`src/rtl/spim_pkg.sv`:
```
package spim_pkg;

   // register addresses
   typedef enum logic [1:0] {
      ADDR_CTRL = 2'd0,
      ADDR_STAT = 2'd1,
      ADDR_DATA = 2'd2,
      ADDR_NONE = 2'd3
   } spim_addr_e;

   // control register layout, MSB first
   typedef struct packed {
      logic       ss_lvl;     // [6]
      logic       dbl;        // [5]
      logic [1:0] rate;       // [4:3]
      logic       lsb_first;  // [2]
      logic       irq_en;     // [1]
      logic       enable;     // [0]
   } spim_ctrl_t;

   localparam int CTRL_W     = $bits(spim_ctrl_t);
   localparam int RATE_CODES = 8;   // {dbl, rate}
   localparam spim_ctrl_t CTRL_RESET = 7'b100_0000;

   // divisor of the system clock for code {dbl, rate}
   function automatic int unsigned spim_divisor(input int unsigned code);
      int unsigned r;
      int unsigned base;
      r = code & 3;
      if (r == 3) base = 128;
      else        base = 4 << (2 * r);
      if ((code & 4) != 0) return base / 2;
      return base;
   endfunction

endpackage

```
`src/rtl/spim_clkgen.sv`:
```
module spim_clkgen
   import spim_pkg::*;
#(
   parameter int MAX_DIV = 128
) (
   input  logic       clk,
   input  logic       rst_n,
   input  logic       run,
   input  logic       restart,
   input  logic [2:0] code,
   output logic       tick
);

   localparam int HALF_W = $clog2(MAX_DIV);

   logic [HALF_W-1:0] half_tab [RATE_CODES];
   logic [HALF_W-1:0] cnt_q;

   for (genvar g = 0; g < RATE_CODES; g++) begin : g_rate
      localparam int unsigned DV = spim_divisor(g);
      if (DV < 2 || DV > MAX_DIV) begin : g_bad
         $error("spim_clkgen: divisor %0d of code %0d outside 2..MAX_DIV", DV, g);
      end
      assign half_tab[g] = HALF_W'(DV / 2 - 1);
   end

   assign tick = run && (cnt_q == '0);

   always_ff @(posedge clk or negedge rst_n) begin
      if (!rst_n) begin
         cnt_q <= '0;
      end else if (!run || restart) begin
         cnt_q <= half_tab[code];
      end else if (cnt_q == '0) begin
         cnt_q <= half_tab[code];
      end else begin
         cnt_q <= cnt_q - 1'b1;
      end
   end

endmodule

```
`src/rtl/spim_shifter.sv`:
```
module spim_shifter #(
   parameter int DATA_W = 8
) (
   input  logic              clk,
   input  logic              rst_n,
   input  logic              enable,
   input  logic              start,
   input  logic [DATA_W-1:0] tx_data,
   input  logic              lsb_first,
   input  logic              tick,
   input  logic              miso,
   output logic              busy,
   output logic              sck,
   output logic              mosi,
   output logic              done_pulse,
   output logic [DATA_W-1:0] rx_next
);

   localparam int CW = (DATA_W > 1) ? $clog2(DATA_W) : 1;
   localparam logic [CW-1:0] LAST = CW'(DATA_W - 1);

   logic [DATA_W-1:0] sh_q;
   logic [CW-1:0]     bit_q;
   logic              busy_q;
   logic              sck_q;
   logic              samp_q;

   // shift register after the next falling edge
   assign rx_next = lsb_first ? {samp_q, sh_q[DATA_W-1:1]}
                              : {sh_q[DATA_W-2:0], samp_q};

   assign mosi       = lsb_first ? sh_q[0] : sh_q[DATA_W-1];
   assign busy       = busy_q;
   assign sck        = sck_q;
   assign done_pulse = busy_q && tick && sck_q && (bit_q == LAST) && enable;

   always_ff @(posedge clk or negedge rst_n) begin
      if (!rst_n) begin
         sh_q   <= '0;
         bit_q  <= '0;
         busy_q <= 1'b0;
         sck_q  <= 1'b0;
         samp_q <= 1'b0;
      end else if (!enable) begin
         busy_q <= 1'b0;
         sck_q  <= 1'b0;
         bit_q  <= '0;
      end else if (start) begin
         sh_q   <= tx_data;
         busy_q <= 1'b1;
         sck_q  <= 1'b0;
         bit_q  <= '0;
      end else if (busy_q && tick) begin
         if (!sck_q) begin
            sck_q  <= 1'b1;
            samp_q <= miso;
         end else begin
            sck_q <= 1'b0;
            sh_q  <= rx_next;
            bit_q <= bit_q + 1'b1;
            if (bit_q == LAST) busy_q <= 1'b0;
         end
      end
   end

endmodule

```
`src/rtl/spim_regs.sv`:
```
module spim_regs
   import spim_pkg::*;
#(
   parameter int DATA_W = 8,
   parameter int BUS_W  = 8
) (
   input  logic              clk,
   input  logic              rst_n,
   input  logic              bus_sel,
   input  logic              bus_wr,
   input  logic [1:0]        bus_addr,
   input  logic [BUS_W-1:0]  bus_wdata,
   output logic [BUS_W-1:0]  bus_rdata,
   input  logic              busy,
   input  logic              done_pulse,
   input  logic [DATA_W-1:0] rx_next,
   output spim_ctrl_t        ctrl,
   output logic              start,
   output logic              done_flag,
   output logic              wcol_flag,
   output logic              irq
);

   spim_ctrl_t        ctrl_q;
   logic [DATA_W-1:0] rx_buf_q;
   logic              done_q, wcol_q;
   logic              arm_done_q, arm_wcol_q;

   logic ctrl_wr, stat_rd, data_acc, data_wr, collide;
   logic unused_wbits;

   if (BUS_W > CTRL_W) begin : g_spare
      assign unused_wbits = ^bus_wdata[BUS_W-1:CTRL_W];
   end else begin : g_nospare
      assign unused_wbits = 1'b0;
   end

   assign ctrl_wr  = bus_sel && bus_wr && (bus_addr == ADDR_CTRL);
   assign stat_rd  = bus_sel && !bus_wr && (bus_addr == ADDR_STAT);
   assign data_acc = bus_sel && (bus_addr == ADDR_DATA);
   assign data_wr  = data_acc && bus_wr;
   assign start    = data_wr && ctrl_q.enable && !busy;
   assign collide  = data_wr && ctrl_q.enable && busy;

   always_ff @(posedge clk or negedge rst_n) begin
      if (!rst_n) begin
         ctrl_q     <= CTRL_RESET;
         rx_buf_q   <= '0;
         done_q     <= 1'b0;
         wcol_q     <= 1'b0;
         arm_done_q <= 1'b0;
         arm_wcol_q <= 1'b0;
      end else begin
         if (ctrl_wr) ctrl_q <= spim_ctrl_t'(bus_wdata[CTRL_W-1:0]);
         if (done_pulse) rx_buf_q <= rx_next;

         if (done_pulse)                   done_q <= 1'b1;
         else if (data_acc && arm_done_q)  done_q <= 1'b0;

         if (collide)                      wcol_q <= 1'b1;
         else if (data_acc && arm_wcol_q)  wcol_q <= 1'b0;

         if (data_acc) begin
            arm_done_q <= 1'b0;
            arm_wcol_q <= 1'b0;
         end else if (stat_rd) begin
            arm_done_q <= done_q;
            arm_wcol_q <= wcol_q;
         end
      end
   end

   always_comb begin
      bus_rdata = '0;
      if (bus_sel && !bus_wr) begin
         case (spim_addr_e'(bus_addr))
            ADDR_CTRL: bus_rdata[CTRL_W-1:0] = ctrl_q;
            ADDR_STAT: bus_rdata[1:0]        = {wcol_q, done_q};
            ADDR_DATA: bus_rdata[DATA_W-1:0] = rx_buf_q;
            default:   bus_rdata             = '0;
         endcase
      end
   end

   assign ctrl      = ctrl_q;
   assign done_flag = done_q;
   assign wcol_flag = wcol_q;
   assign irq       = ctrl_q.irq_en && done_q;

endmodule

```
`src/rtl/spi_byte_master.sv`:
```
module spi_byte_master
   import spim_pkg::*;
#(
   parameter int DATA_W  = 8,
   parameter int BUS_W   = 8,
   parameter int MAX_DIV = 128
) (
   input  logic             clk,
   input  logic             rst_n,
   input  logic             bus_sel,
   input  logic             bus_wr,
   input  logic [1:0]       bus_addr,
   input  logic [BUS_W-1:0] bus_wdata,
   output logic [BUS_W-1:0] bus_rdata,
   output logic             irq,
   output logic             sck,
   output logic             mosi,
   input  logic             miso,
   output logic             ss_n
);

   if (DATA_W < 2 || DATA_W > BUS_W) begin : g_bad_data
      $error("spi_byte_master: DATA_W must be 2..BUS_W");
   end
   if (BUS_W < CTRL_W) begin : g_bad_bus
      $error("spi_byte_master: BUS_W narrower than the control register");
   end

   spim_ctrl_t        ctrl;
   logic              start, busy, tick, done_pulse;
   logic              done_flag, wcol_flag;
   logic [DATA_W-1:0] rx_next;

   spim_regs #(.DATA_W(DATA_W), .BUS_W(BUS_W)) u_regs (
      .clk        (clk),
      .rst_n      (rst_n),
      .bus_sel    (bus_sel),
      .bus_wr     (bus_wr),
      .bus_addr   (bus_addr),
      .bus_wdata  (bus_wdata),
      .bus_rdata  (bus_rdata),
      .busy       (busy),
      .done_pulse (done_pulse),
      .rx_next    (rx_next),
      .ctrl       (ctrl),
      .start      (start),
      .done_flag  (done_flag),
      .wcol_flag  (wcol_flag),
      .irq        (irq)
   );

   spim_clkgen #(.MAX_DIV(MAX_DIV)) u_clkgen (
      .clk     (clk),
      .rst_n   (rst_n),
      .run     (busy),
      .restart (start),
      .code    ({ctrl.dbl, ctrl.rate}),
      .tick    (tick)
   );

   spim_shifter #(.DATA_W(DATA_W)) u_shift (
      .clk        (clk),
      .rst_n      (rst_n),
      .enable     (ctrl.enable),
      .start      (start),
      .tx_data    (bus_wdata[DATA_W-1:0]),
      .lsb_first  (ctrl.lsb_first),
      .tick       (tick),
      .miso       (miso),
      .busy       (busy),
      .sck        (sck),
      .mosi       (mosi),
      .done_pulse (done_pulse),
      .rx_next    (rx_next)
   );

   assign ss_n = ctrl.ss_lvl;

endmodule

```
`config.mk`:
```
export PLATFORM = sky130hd
export DESIGN_NAME = spi_byte_master
export DESIGN_NICKNAME = d
export VERILOG_FILES = /design/src/rtl/spim_pkg.sv /design/src/rtl/spim_clkgen.sv /design/src/rtl/spim_shifter.sv /design/src/rtl/spim_regs.sv /design/src/rtl/spi_byte_master.sv
export SDC_FILE = /design/constraint.sdc
export NUM_CORES = 1
export LEC_CHECK = 0
export BUFFER_PORTS_ARGS = -buffer_cell sky130_fd_sc_hd__buf_2
export CAP_MARGIN = 20
export CELL_PAD_IN_SITES_DETAIL_PLACEMENT = 1
export CELL_PAD_IN_SITES_GLOBAL_PLACEMENT = 2
export CORE_ASPECT_RATIO = 1.5
export CORE_UTILIZATION = 37
export DETAILED_ROUTE_END_ITERATION = 6
export PLACE_DENSITY = 0.77
export REMOVE_ABC_BUFFERS = 1
export SLEW_MARGIN = 20
export SYNTH_ARGS = -nofsm -noshare
export SYNTH_HDL_FRONTEND = slang
export SYNTH_SLANG_ARGS = --single-unit
```
`constraint.sdc`:
```
create_clock -name clk -period 2.7 [get_ports clk]
set_input_delay 0.405 -clock clk [delete_from_list [all_inputs] [get_ports clk]]
set_output_delay 0.405 -clock clk [all_outputs]
set_load 0.05 [all_outputs]
```
==> results.md, run 1 <==
* Status: complete, no violations
* Hold/Removal Path Class: in -> async
* DR iter-0 viols at 46
* Endpoints failing setup at 0
* R2r startpoint: u_clkgen.cnt_q[3]
* Worst Setup SP: u_regs.ctrl[2]
* First-pass GRT wire length at 7.997 mm
* Seq pwr share at 0.498
* Placer Congestion at 0.7546
* Synth area leader: dfrtp_1
* Cell Area, Placed at 2362 sq um
* Tcrit/Tclk final at 0.7239
* Slew Viols, Final at 0
* Die span in x at 64.20 microns
* Synth Area in Compound Gates at 0.06935
* CP delay by family, top: flip-flops
* Mean Syn Cell Area at 10.58 sq um
* Sw Ratio at 0.2876
* Initial antenna violation count at 0
* Routed wire per std cell at 15.51 microns
* Via Count at 1,581
* Setup Skew at 6.558 ps
* Largest family of logic cells by synthesized area: multiplexers
* Cts hold-fix bufs at 0
* Mapped Cells at 203
* Starting Density at 0.3881
* Die ar. at 6117 sq um
* Most frequent cell after synthesis: dfrtp_1
* Finished Cell Area at 2470 sq um
* Residual DRC count at 0
* Worst Path Class, Setup: reg -> out
* Dominant cells by area after synthesis: dfrtp_1, mux2i_1, mux2_2, nor2_1, ha_1
* Critical Path AT at 1550 ps
* Area growth, synth to finish at 15.04%
* ANT cells at 0
* Vias/cell at 5.184
* CP Cell Sequence: mux2_2, buf_2
* Internal power at 1042 uW
* Netlist cell types at 36
* Core area at 5533 sq um
* Share of post-route cells with drive strength above 1 at 0.2809
* # H-tree levels at 2
* Synth warn at 0
* Async S/R FF share, synth at 1.000
* Actual slew at the worst max-slew pin at 923.3 ps
* Die Y at 95.30 microns
* Pin count of the biggest net entering global routing at 41
* GRT Overall Usage at 0.1782
* Logic pwr share at 0.171
* Top cells by count, synth: dfrtp_1, nor2_1, mux2i_1
* CP required at 2300 ps
* Clk buf depth at 2
* Min Tclk post-route at 1954 ps
* Worst skew pair latency at 300 ps
* Post-synthesis sequential area ratio at 0.4668
* CP Launch Type: flop
* Crit path max-delay cell type: dfrtp_1
* Synth Area in XOR/XNOR at 0.02855
* R2R depth at 5
* Multiplexer share of the synthesized area at 0.2168
* Root Driver: clkbuf_8
* Setup Buffers After CTS at 0
* Simple-gate share of the synthesized area at 0.1643
* Net Switching at 420.8 uW
* RSZ-0062 raised after global routing: no
* Stages on worst setup path at 2
* Fin nets at 253
* Crit path max fanout at 11
* Row count at 33
* Post_cts resized at 0
* Post-synth EDFFs at 0
* Crit. End Element: output pin
* Clk pin slew, worst setup/hold paths at 80 ps
* Worst slew margin at 0.3845
* Leak at 0.001197 uW
* Port Buffer Count at 26
* Max-cap violations at 0
* Initial DRT Pass Iterations at 4
* IO Count at 27
* Hold Vio Cnt, Final at 0
* Synth top area share at 0.4545
* Power Density at 592.4 nW/um^2
* Max Fclk at 511.6 MHz
* CP max stage delay at 660 ps
* Buf+Inv Stages, Crit Path at 1
* Number of global-route vias before repair at 1,672
* Hpwl dp at 3.514 mm
* Post-Synth Adder-Cell Area at 0.02331
* Routed WL at 4.730 mm
* Cell Area, Synth at 2147 sq um
* CTS tree: done
* Total global routing overflow at 0
* Post-synthesis register bit count at 40
* Total CTS buffers at 5
* Maximum VDD drop at 0.0002975 V
* Setup TNS at 0 ps
* Clock Sinks at 40
* Top FF cell, synth: dfrtp_1
* Clock Power Share at 0.331
* Post-DRT Antenna Nets at 0
==> sequential cells by signal, indices dropped and copies added, names as in the netlist <==
signal,flops
u_clkgen.cnt_q,7
u_regs.ctrl,7
u_regs.arm_done_q,1
u_shift.busy,1
u_shift.bit_q,3
u_regs.arm_wcol_q,1
u_shift.sck,1
u_regs.wcol_flag,1
u_shift.sh_q,8
u_regs.done_flag,1
u_shift.samp_q,1
u_regs.rx_buf_q,8
==> logic make-up after synthesis <==
kind of cell | count (synthesis)
AND/OR/NAND/NOR | 68
buffers and inverters | 15
AO/OA/AOI/OAI | 25
multiplexers | 44
XOR/XNOR | 7
flip-flops | 40
adder cells (fa/ha/maj) | 4
==> routing by layer <==
metal,track usage,share of wire,vias up
li1,-,-,768
met1,0.2020,0.43,788
met2,0.3245,0.53,17
met3,0.03230,0.020,8
met4,0.07778,0.019,0
met5,0,0,-
==> final cells by class <==
type,count,area [sq um]
Multi-Input combinational cell,148,1079
Fill cell,662,3063
Clock inverter,2,35.03
Timing Repair Buffer,30,160.2
Tap cell,70,87.58
Clock buffer,6,72.57
Inverter,9,33.78
Sequential cell,40,1002
==> through the flow <==
step                      cells    util  worst slack [ps]  total power [uW]  hold WS, ps
after floorplan             197       -             565.9             898.0        109.4
after global placement      297  0.4270             757.5             990.7        499.6
after detailed placement    297  0.4270             685.3             995.4        504.5
after CTS                   305  0.4464             726.1              1491        261.7
after global routing        305  0.4464             656.9              1546        291.0
final                       305  0.4464             745.5              1463        233.2
==> cell usage in the layout (no fill, tap or decap), types with 2 or more instances in the layout <==
master    instances
buf_4             4
nand2b_1          4
nand3_1           5
nor3_2            2
nor3_1            2
mux2_2           20
a21oi_1           8
and3_1            2
mux2i_1          24
a21oi_2           2
buf_2            26
nor2_1           28
nand2_1          11
inv_1             9
ha_1              4
a31oi_1           3
clkbuf_8          5
xnor2_1           3
o21ai_0           7
dfrtp_1          39
xor2_1            4
nor2b_1           7
==> path summary, 6_finish.rpt <==
kind	endpoint	slack (ps)
worst max register to register	u_regs.rx_buf_q[4]	780
worst min register to register	u_regs.rx_buf_q[6]	530
worst min-delay path	u_clkgen.cnt_q[3]	230
max in group asynchronous	u_regs.done_flag	1880
min in group clk	u_shift.samp_q	350
worst max-delay path	mosi	750
==> power groups by stage <==
stage | registers (uW) | logic, uW | clock network [uW]
after floorplan | 731 | 167 | 0
after global placement | 738 | 252 | 0
after detailed placement | 741 | 254 | 0
after CTS | 729 | 257 | 505
after global routing | 737 | 282 | 527
final | 728 | 251 | 484
No activity file was read; power rests on OpenSTA's default activity.
==> inputs of run 2 (changes only) <==
CORE_UTILIZATION = 33   (was 37)
PLACE_DENSITY = 0.73   (was 0.77)
clock period = 1.75 ns   (was 2.7 ns; I/O delays follow)
==> results.md, run 2 (synthesis gave the netlist of run 1 again) <==
* Worst slew margin at 0.6771
* Total global routing overflow at 0
* ANT cells at 0
* Residual DRC count at 0
* Routed WL at 5.364 mm
* Maximum VDD drop at 0.0004238 V
* Fin nets at 273
* Core area at 6218 sq um
* Clk buf depth at 2
* Hold/Removal Path Class: in -> reg
* Die Y at 100.8 microns
* Logic pwr share at 0.244
* Most common cell after layout, fill and taps aside: dfrtp_1
* Critical Path AT at 1910 ps
* Area growth, synth to finish at 25.70%
* Power Density at 841.4 nW/um^2
* Via Count at 1,644
* First-pass GRT wire length at 8.935 mm
* Setup TNS at 0 ps
* Leak at 0.001304 uW
* Internal power at 1552 uW
* Largest registers: u_regs.rx_buf_q (8), u_shift.sh_q (8)
* Tcrit/Tclk final at 0.9642
* Clock Power Share at 0.274
* Placer Congestion at 0.7444
* Net Switching at 719.3 uW
* CTS tree: done
* Row count at 35
* IO Count at 27
* Crit path max fanout at 8
* Sw Ratio at 0.3167
* Actual slew at the worst max-slew pin at 484.3 ps
* Routing usage on met1 at 0.2078
* Initial DRT Pass Iterations at 4
* Port Buffer Count at 26
* CP Launch Type: flop
* DR iter-0 viols at 66
* Most Crowded Layer GR: met2
* Clk pin slew, worst setup/hold paths at 90 ps
* Met3 usage at 0.02715
* Hold Vio Cnt, Final at 0
* Hpwl dp at 4.052 mm
* CP required at 1970 ps
* Die ar. at 6840 sq um
* Seq pwr share at 0.483
* Worst Path Class, Setup: reg -> reg
* Max-cap violations at 0
* Crit. End Element: flop
* Root Driver: clkbuf_8
* Routed wire per std cell at 16.30 microns
* Vias/cell at 4.997
* Max Fclk at 592.6 MHz
* Starting Density at 0.3453
* Total CTS buffers at 5
* Die span in x at 67.86 microns
* Post-DRT Antenna Nets at 0
* Most frequent cells in the layout: dfrtp_1, nor2_1, buf_2, mux2i_1, buf_4
* Setup Skew at 9.412 ps
* RSZ-0062 raised after global routing: yes
* Worst skew pair latency at 300 ps
* Cell Area, Placed at 2500 sq um
* Pin count of the biggest net entering global routing at 23
* # H-tree levels at 2
* Number of global-route vias before repair at 1,778
* GRT Overall Usage at 0.1805
* M2 GR Usage at 0.3275
* Min Tclk post-route at 1687 ps
* Endpoints failing setup at 0
* Initial antenna violation count at 0
* Slew Viols, Final at 0
* Finished Cell Area at 2699 sq um
* Clock Sinks at 40
* Share of post-route cells with drive strength above 1 at 0.3686
* Status: complete, no violations
run 2: changes by cell type in the layout (fill, tap and decap cells not counted), sizes merged:
cell / delta
buf: +19
bufinv: -1
clkinvlp: +1
dlygate4sd3: +1
run 2: power groups by stage:
stage	Sequential (uW)	Combinational (uW)	Clock, uW
after global routing	1110	606	673
after floorplan	1130	257	0
after detailed placement	1110	511	0
after global placement	1100	503	0
final	1100	553	622
after CTS	1090	523	645
run 2: path summary, 6_finish.rpt:
check	depth (start not counted)	to	slack (ps)	startpoint
min reg2reg	2	u_regs.arm_wcol_q	530	u_regs.arm_wcol_q
min	2	u_regs.ctrl[1]	210	bus_wdata[1]
max	5	u_regs.rx_buf_q[0]	60	u_clkgen.cnt_q[4]
max reg2reg	5	u_regs.rx_buf_q[0]	60	u_clkgen.cnt_q[4]
min in group asynchronous	2	u_regs.ctrl[1]	450	rst_n
max in group asynchronous	3	u_regs.ctrl[4]	810	rst_n
run 2: per-stage QoR:
stage	utilization	hold slack, ps	std cells	worst slack [ps]	total power [uW]
after floorplan	-	-33.09	197	-384.1	1386
after global placement	0.4020	249.7	317	7.483	1606
after detailed placement	0.4020	255.7	317	-46.23	1618
after CTS	0.4225	200.1	327	4.265	2257
after global routing	0.4340	195.1	329	-19.02	2389
final	0.4340	207.3	329	62.57	2271
run 2: repair_timing:
item / 4_1_cts / 5_1_grt
pin swaps: 1 / 4
hold buffers: 1 / 0
buffers inserted: 0 / 2
resized for setup: 7 / 10
cloned: 1 / 0
endpoints found under the setup margin: 18 / 19
hold endpoints to repair: 17 / 0
run 2: worst max-delay path, stage by stage (launching register included):
cell	delay, ps
dfrtp_1	430
or4_4	540
nor4_4	260
buf_6	200
nor2_1	50
a21oi_1	140
run 2: cell type report:
class | count | area [sq um]
Clock buffer | 6 | 72.57
Sequential cell | 40 | 1002
Timing Repair Buffer | 50 | 329.1
Fill cell | 723 | 3520
Multi-Input combinational cell | 148 | 1156
Inverter | 9 | 33.78
Tap cell | 74 | 92.59
Clock inverter | 2 | 12.51
run 2: metal layers:
layer,part of all wire,vias to the layer above
met3,0.018,5
met1,0.42,828
met2,0.55,14
met5,0,-
met4,0.015,0
li1,-,797
==> inputs of run 3 (changes only) <==
==> constraint.sdc (replaced) <==
create_clock -name clk -period 1.75 [get_ports clk]
set_input_delay 0.4375 -clock clk [delete_from_list [all_inputs] [get_ports clk]]
set_output_delay 0.4375 -clock clk [all_outputs]
set_load 0.05 [all_outputs]
==> results.md, run 3 (synthesis gave the netlist of run 1 again) <==
* Number of global-route vias before repair at 1,770
* CP Launch Type: input pin
* Post-DRT Antenna Nets at 0
* Final Power at 2285 uW
* CP required at 1310 ps
* Min Tclk post-route at 1702 ps
* Most Crowded Layer GR: met2
* Final worst setup slack at 47.68 ps
* Fin nets at 278
* Total global routing overflow at 0
* Largest registers: u_regs.rx_buf_q (8), u_shift.sh_q (8)
* Leak at 0.001340 uW
* Clock Sinks at 40
* Worst Path Class, Setup: in -> out
* DR iter-0 viols at 27
* Power Density at 826.0 nW/um^2
* Placed Cells at 323
* Met3 usage at 0.03620
* RSZ-0062 raised after global routing: yes
* Tcrit/Tclk final at 0.9728
* Post-Layout Cell Count at 334
* GRT Overall Usage at 0.1814
* CTS tree: done
* Worst skew pair latency at 290 ps
* Crit. End Element: output pin
* R2R depth at 3
* Pre-CTS setup slack at -62.89 ps
* Slew Viols, Final at 0
* Max Fclk at 587.4 MHz
* # H-tree levels at 2
* Clk buf depth at 2
* Critical Path AT at 1260 ps
* Pin count of the biggest net entering global routing at 22
* Share of post-route cells with drive strength above 1 at 0.3962
* Routing usage on met1 at 0.2139
* Residual DRC count at 0
* Status: complete, no violations
* Worst slew margin at 0.6630
* First-pass GRT wire length at 9.004 mm
* Area growth, synth to finish at 28.85%
* Die Y at 100.8 microns
* Routed WL at 5.408 mm
* Placer Congestion at 0.7658
* Setup Skew at 9.267 ps
* FF-to-FF End: u_regs.rx_buf_q[7]
* Initial DRT Pass Iterations at 3
* IO Count at 27
* Most common cell after layout, fill and taps aside: dfrtp_1
* Finished Cell Area at 2766 sq um
* Initial antenna violation count at 0
* Core area at 6218 sq um
* Root Driver: clkbuf_8
* ANT cells at 0
* Routed wire per std cell at 16.19 microns
* Maximum VDD drop at 0.0003769 V
* Endpoints failing setup at 0
* Total CTS buffers at 5
* Cell Area, Placed at 2545 sq um
* M2 GR Usage at 0.3199
* Die span in x at 67.86 microns
* R2r startpoint: u_clkgen.cnt_q[5]
* Via Count at 1,667
* Port Buffer Count at 26
* Hold/Removal Path Class: in -> async
* Hpwl dp at 4.034 mm
* Most frequent cells in the layout: dfrtp_1, buf_4, nor2_1, mux2i_1, mux2_2
* Starting Density at 0.3453
* Vias/cell at 4.991
* Crit path max fanout at 10
* Clk pin slew, worst setup/hold paths at 80 ps
* Max-cap violations at 0
* Row count at 35
* Die ar. at 6840 sq um
* Hold Vio Cnt, Final at 0
* Actual slew at the worst max-slew pin at 505.5 ps
* R2R Setup Slk at 60 ps
-- run 3: per-layer routing --
layer	share of wire	routed length [microns]
met1	0.41	2221
met3	0.022	121
met4	0.011	57
met2	0.56	3006
met5	0	0
-- run 3: layout make-up --
| type | instances | area [sq um] |
|---|---|---|
| repair buffers | 55 | 405.4 |
| multi-input cells | 148 | 1140 |
| clock buffers | 8 | 90.09 |
| inverters | 9 | 33.78 |
| flip-flops and latches | 40 | 1005 |
| fillers | 705 | 3452 |
| well taps | 74 | 92.59 |
-- run 3: how the worst max path moves through the flow --
stage / start / end / slack, ps
after floorplan: u_clkgen.cnt_q[3] / u_regs.rx_buf_q[7] / -380
after global placement: bus_addr[1] / bus_rdata[4] / -30
after detailed placement: u_clkgen.cnt_q[3] / u_regs.rx_buf_q[2] / -60
after CTS: u_clkgen.cnt_q[3] / u_shift.samp_q / 2
after global routing: u_regs.ctrl[0] / bus_rdata[0] / -60
final: bus_addr[1] / bus_rdata[5] / 50
-- run 3: power by group --
| group | internal (uW) | switching, uW |
|---|---|---|
| clock network | 322 | 318 |
| logic | 267 | 290 |
| registers | 1010 | 75.4 |
| total | 1600 | 683 |
-- run 3: critical path: stages --
cell,delay (ps)
buf_4,150
buf_4,190
mux2i_2,240
nor2_1,60
buf_4,190
-- run 3: what timing repair did --
item,CTS,global route
pin swaps,1,1
resized for setup,12,21
endpoints found under the setup margin,23,23
hold buffers,0,0
buffers inserted,0,2
cloned,1,0
-- run 3: metrics by stage --
stage / util / hold WS, ps / TNS (ps)
final: 0.4449 / 105.4 / 0
after global routing: 0.4449 / 144.4 / -81.32
after CTS: 0.4304 / 126.0 / 0
after detailed placement: 0.4093 / 444.5 / -409.1
after global placement: 0.4093 / 436.1 / -82.36
after floorplan: - / 141.9 / -2357
